## config.mk

```make
export PLATFORM = sky130hd
export DESIGN_NAME = tdm_serial_port
export DESIGN_NICKNAME = d
export VERILOG_FILES = /design/src/rtl/tdm_serial_port.sv
export SDC_FILE = /design/constraint.sdc
export NUM_CORES = 1
export LEC_CHECK = 0
export ABC_AREA = 1
export BUFFER_PORTS_ARGS = -buffer_cell sky130_fd_sc_hd__buf_2
export CORE_MARGIN = 3
export CORE_UTILIZATION = 62
export DETAILED_ROUTE_END_ITERATION = 8
export PLACE_DENSITY = 0.86
export SLEW_MARGIN = 15
export SYNTH_ARGS = -nofsm -noshare
export SYNTH_HDL_FRONTEND = slang
export SYNTH_SLANG_ARGS = --single-unit
```

## constraint.sdc

```tcl
create_clock -name clk -period 6.94 [get_ports clk]
set_input_delay 0 -clock clk [delete_from_list [all_inputs] [get_ports clk]]
set_output_delay 0 -clock clk [all_outputs]
set_load 0.005 [all_outputs]
```

## src/rtl/tdm_serial_port.sv

```systemverilog
module tdm_serial_port #(
  parameter int WMAX = 24,
  parameter int SMAX = 32,
  parameter int DW   = 8,
  localparam int LW  = $clog2(WMAX + 1),
  localparam int SW  = $clog2(SMAX + 1),
  localparam int SIW = (SMAX > 1) ? $clog2(SMAX) : 1
) (
  input  logic            clk,
  input  logic            rst_n,
  input  logic            cfg_network,
  input  logic            cfg_gated,
  input  logic [LW-1:0]   cfg_wlen,
  input  logic [SW-1:0]   cfg_slots,
  input  logic [SMAX-1:0] cfg_slot_en,
  input  logic [DW-1:0]   cfg_div,
  input  logic [WMAX-1:0] tx_data,
  input  logic            tx_valid,
  output logic            tx_ready,
  output logic [WMAX-1:0] rx_data,
  output logic            rx_valid,
  input  logic            rx_ready,
  output logic            bclk,
  output logic            fsync,
  output logic            sdout,
  input  logic            sdin,
  output logic            cfg_error,
  output logic            underrun
);

  logic [DW-1:0]   cnt, half;
  logic            ph, fs, slot_on, gnext, hold_full, urun, rxv;
  logic [LW-1:0]   bit_idx, wl, wl_m1, nb, pad;
  logic [SW-1:0]   slot_idx, nsl, nsl_m1, ns;
  logic [WMAX-1:0] sh_tx, hold, rxd, lowmask;
  logic [WMAX-2:0] sh_rx;
  logic            gated, tick, last_bit, on_next;

  assign gated    = cfg_gated & ~cfg_network;
  assign wl       = (cfg_wlen < LW'(8)) ? LW'(8) : (cfg_wlen > LW'(WMAX)) ? LW'(WMAX) : cfg_wlen;
  assign nsl      = !cfg_network ? SW'(1) : (cfg_slots < SW'(2)) ? SW'(2) :
                    (cfg_slots > SW'(SMAX)) ? SW'(SMAX) : cfg_slots;
  assign half     = (cfg_div < DW'(2)) ? DW'(1) : {1'b0, cfg_div[DW-1:1]};
  assign tick     = (cnt == half - DW'(1));
  assign wl_m1    = wl - LW'(1);
  assign nsl_m1   = nsl - SW'(1);
  assign last_bit = (bit_idx == wl_m1);
  assign nb       = last_bit ? '0 : bit_idx + LW'(1);
  assign ns       = !last_bit ? slot_idx : (slot_idx == nsl_m1) ? '0 : slot_idx + SW'(1);
  assign on_next  = gated ? gnext : (!cfg_network || cfg_slot_en[ns[SIW-1:0]]);
  assign pad      = LW'(WMAX) - wl;
  assign lowmask  = {WMAX{1'b1}} >> pad;

  assign tx_ready  = ~hold_full;
  assign rx_data   = rxd;
  assign rx_valid  = rxv;
  assign fsync     = fs;
  assign sdout     = sh_tx[WMAX-1];
  assign bclk      = ph & (~gated | slot_on | fs);
  assign cfg_error = cfg_gated & cfg_network;
  assign underrun  = urun;

  always_ff @(posedge clk) begin
    if (!rst_n) begin
      cnt       <= '0;
      ph        <= 1'b0;
      bit_idx   <= wl - LW'(2);
      slot_idx  <= nsl_m1;
      fs        <= 1'b0;
      slot_on   <= 1'b0;
      gnext     <= 1'b0;
      sh_tx     <= '0;
      sh_rx     <= '0;
      hold      <= '0;
      hold_full <= 1'b0;
      rxd       <= '0;
      rxv       <= 1'b0;
      urun      <= 1'b0;
    end else begin
      cnt <= tick ? '0 : cnt + DW'(1);
      if (tx_valid && !hold_full) begin
        hold      <= tx_data;
        hold_full <= 1'b1;
      end
      if (rxv && rx_ready) rxv <= 1'b0;
      if (tick) begin
        ph <= ~ph;
        if (!ph) begin
          bit_idx  <= nb;
          slot_idx <= ns;
          fs       <= (nb == wl_m1) && (ns == nsl_m1) && (!gated || hold_full);
          if ((nb == wl_m1) && (ns == nsl_m1)) gnext <= hold_full;
          if (last_bit) begin
            slot_on <= on_next;
            if (on_next && hold_full) begin
              sh_tx     <= hold << pad;
              hold_full <= 1'b0;
            end else begin
              sh_tx <= '0;
              if (on_next) urun <= 1'b1;
            end
          end else begin
            sh_tx <= sh_tx << 1;
          end
        end else if (slot_on) begin
          sh_rx <= {sh_rx[WMAX-3:0], sdin};
          if (last_bit) begin
            rxd <= {sh_rx, sdin} & lowmask;
            rxv <= 1'b1;
          end
        end
      end
    end
  end

  assert_fs_position_R4: assert property (@(posedge clk) disable iff (!rst_n)
    fs |-> (bit_idx == wl_m1 && slot_idx == nsl_m1));
  assert_hold_fill_R11: assert property (@(posedge clk) disable iff (!rst_n)
    $rose(hold_full) |-> $past(tx_valid));
  assert_rx_held_R11: assert property (@(posedge clk) disable iff (!rst_n)
    (rx_valid && !rx_ready) |=> rx_valid);
  assert_quiet_slot_R9: assert property (@(posedge clk) disable iff (!rst_n)
    !slot_on |-> !sdout);
  assert_net_clock_R7: assert property (@(posedge clk) disable iff (!rst_n)
    (cfg_network && ph) |-> bclk);
  assert_underrun_sticky_R10: assert property (@(posedge clk) disable iff (!rst_n)
    $past(urun) |-> urun);
  assert_divider_R5: assert property (@(posedge clk) disable iff (!rst_n)
    !$stable(ph) |-> ($past(cnt) == $past(half) - DW'(1)));

endmodule

```

==> metrics.md <==
| Metric | Value |
|---|---|
| Vias in the first global route | `approximately 7300` |
| Primary FF master, synth | `dfxtp_1` |
| Hold path endpoint | `fsync` |
| Worst skew pair latency | `between 400 and 500 ps` |
| Final WL | `between 20000 and 25000 µm` |
| Period utilization | `approximately 76%` |
| Met3 wire len | `roughly 1700 µm` |
| Critical Path AT | `roughly 5600 ps` |
| Final ANT Viol Nets | `0` |
| Starting Density | `roughly two thirds` |
| Gr ovfl total | `0` |
| Avg Inst Size Synth | `6.47 µm²` |
| Max-Cap Viols | `0` |
| Top cell by count, worst path | `nand2_1` |
| Setup WS pre-CTS | `1900 ps` |
| DRT Pass-1 Iters | `5` |
| Vias per cell | `approximately 5.7` |
| Number of diodes | `0` |
| Nets@finish | `1363` |
| Worst setup slack after layout | `roughly 1700 ps` |
| Critical path startpoint category | `primary input` |
| Final core utilization | `around three quarters` |
| Syn nets | `1259` |
| H-tree levels | `4` |
| Ys async rst share | `0%` |
| Setup TNS | `0 ps` |
| I/O pins | `113` |
| Worst Setup End Kind | `flop` |
| EDFF count, synth | `11` |
| Gr usage total | `about a third` |
| Leak | `a little under 4 nW` |
| Hold Crit Class | `in2reg` |
| RSZ-0062 raised after global routing | `no` |
| Min-delay src | `cfg_gated` |
| Root buffer cell | `clkbuf_16` |
| Max Fanout on Critical Path | `between 40 and 50` |
| Sequential area share after synthesis | `about a third` |
| Area Overhead vs Synth | `18.2%` |
| Critical Path RT | `about 7300 ps` |
| Reg2Reg Capture Point | `sh_tx[19]` |
| Reg2Reg Setup Slack | `between 3000 and 4000 ps` |
| Pwr Density | `229 nW/µm²` |
| M1 WL | `8990 µm` |
| Clock period minus final worst setup slack | `approximately 5200 ps` |
| Worst Hold Depth | `6` |
| Transition time of the tightest slew-check pin | `861 ps` |
| Final instance area | `around 9000 µm²` |
| Routability cong. | `0.975` |
| Reg clk slew, reported paths | `roughly 60 ps` |
| Clock tree sinks | `approximately 120` |
| Core Footprint | `11700 µm²` |
| Top routing layer in use | `met4` |
| Clock Skews | `about 11 ps` |
| Max Buffers Root-to-Sink | `2` |
| DIE WIDTH | `roughly 120 µm` |
| Postcts setup bufs | `0` |
| Routed WL per cell | `15.0 µm` |
| DR DRC count | `0` |
| #FFs+latches synth | `121` |
| Area after DPL | `8050 µm²` |
| CTS tree | `built` |
| RR Startpoint | `bit_idx[2]` |
| Synthesized instance count | `~1200` |
| Fin. Hold Viols | `0` |
| Final setup viols | `0` |
| CTS Buf Count | `17` |
| Fraction of layout cells with a size suffix above 1 | `15.5%` |
| Largest net degree at the start of global routing | `between 70 and 80` |
| Crit path kind | `in2reg` |
| Syn. warnings | `0` |
| Vias | `about 8100` |
| Reg2reg path depth | `19` |
| Max-slew violations | `0` |
| VDD IR max | `~220 µV` |
| Global-route wire length before repair | `~34000 µm` |
| Post-DP HPWL | `approximately 14000 µm` |
| Slew headroom | `between 40% and 50%` |
| Highest cell delay on the worst timing path | `800 ps` |
| # hold bufs at CTS | `28` |
| Port-buffer cells | `111` |
| Initial DRC Count | `approximately 730` |
| # resized after CTS | `0` |
| Met2 wire len | `10100 µm` |
| Total power | `~2.0 mW` |
| FP Rows | `39` |
| Synth cell types | `48` |
| Status | `finished, final reports clean` |
| CP max stage cell | `ha_1` |
| Peak Freq | `approximately 0.19 GHz` |
| Mapped Area | `about 7500 µm²` |
| Die extent in y | `roughly 120 µm` |
| Die area | `roughly 14000 µm²` |
| Initial antenna violation count | `0` |
-- critical path: cells and delay by family --
family                   cells  cell delay (ps)
XOR/XNOR                     1              220
adder cells (fa/ha/maj)      2             1090
buffers and inverters        5             1240
AND/OR/NAND/NOR             20             3000
-- metrics by stage --
step / cells / hold slack, ps
after floorplan: 1166 / 80.3
after global placement: 1366 / 255
after detailed placement: 1366 / 266
after CTS: 1424 / 8.27
after global routing: 1424 / 62.5
final: 1424 / 10.3
-- worst max-delay path by stage --
stage          slack (ps)         to        start
3_3_place_gp         1990  sh_tx[18]  cfg_wlen[4]
6_report             1700  sh_tx[19]  cfg_wlen[4]
2_1_floorplan        3270  sh_tx[22]  cfg_wlen[3]
3_5_place_dp         1900  sh_tx[19]  cfg_wlen[4]
5_1_grt              1190  sh_tx[18]  cfg_wlen[4]
4_1_cts              1770  sh_tx[19]  cfg_wlen[4]
-- cells by family (layout without fill, tap and decap cells) --
family,Yosys count,in the layout,synth area share (%)
mux,2,2,0.265
compound gates,274,274,20.3
buf+inv,205,320,10.7
flops,121,121,33.6
simple gates,538,538,31.6
fa+ha+maj,11,11,1.82
xor+xnor,15,15,1.74
-- where the power goes --
| group | total, mW | internal, mW | switching [mW] | leakage [nW] |
|---|---|---|---|---|
| Combinational | 0.415 | 0.138 | 0.277 | 2.65 |
| Clock | 0.885 | 0.554 | 0.331 | 0.294 |
| Sequential | 0.745 | 0.728 | 0.0168 | 1.00 |
-- per-layer routing --
metal	global-route usage (%)	vias up
met5	0	-
met1	40.0	3643
met3	6.17	60
li1	-	4039
met4	10.8	0
met2	53.5	382
-- cell usage after synthesis (7+ instances only) --
master	n	area, µm²
nand2_1	274	1030
inv_1	139	522
o21ai_0	136	681
dfxtp_1	110	2200
nor2_1	101	379
nand3_1	91	455
a21oi_1	74	370
clkbuf_1	44	165
nand2_2	20	125
o22ai_1	18	113
edfxtp_1	11	330
ha_1	11	138
nand4_1	11	68.8
a21oi_2	10	87.6
nand3b_1	10	75.1
xor2_1	10	87.6
a211oi_1	9	67.6
nor3_1	9	45.0
buf_2	7	35.0
o2111ai_1	7	61.3
o211ai_1	7	52.6
-- cells in the final DEF (no fill, tap or decap), drive strengths merged, types with 2 or more instances in the layout --
cell,instances
o21ai,140
nand3,95
xnor2,5
clkinv,10
nand3b,10
clkbuf,19
xor2,10
dfxtp,110
dlygate4sd3,28
nor3,9
a21oi,84
or2,5
o211ai,7
mux2i,2
nor2,105
nor3b,2
a211oi,9
a221oi,3
edfxtp,11
ha,11
and2,3
o22ai,18
buf,116
nand2,296
bufinv,2
nand4,12
o2111ai,7
inv,145
-- final cells by class --
type / instances / area (µm²)
Multi-Input combinational cell: 840 / 4200
Fill cell: 864 / 2740
Sequential cell: 121 / 2530
Timing Repair Buffer: 144 / 873
Inverter: 146 / 548
Clock buffer: 19 / 464
Tap cell: 143 / 179
Clock inverter: 11 / 121
-- state kept, by name (all words and copies together) (netlist names) --
| signal | count |
|---|---|
| hold_full | 1 |
| sh_tx | 24 |
| slot_idx | 6 |
| underrun | 1 |
| rx_valid | 1 |
| hold | 24 |
| rx_data | 24 |
| cnt | 8 |
| fsync | 1 |
| gnext | 1 |
| bit_idx | 5 |
| slot_on | 1 |
| ph | 1 |
| sh_rx | 23 |
Note: power is estimated with default switching activity, not from simulation.
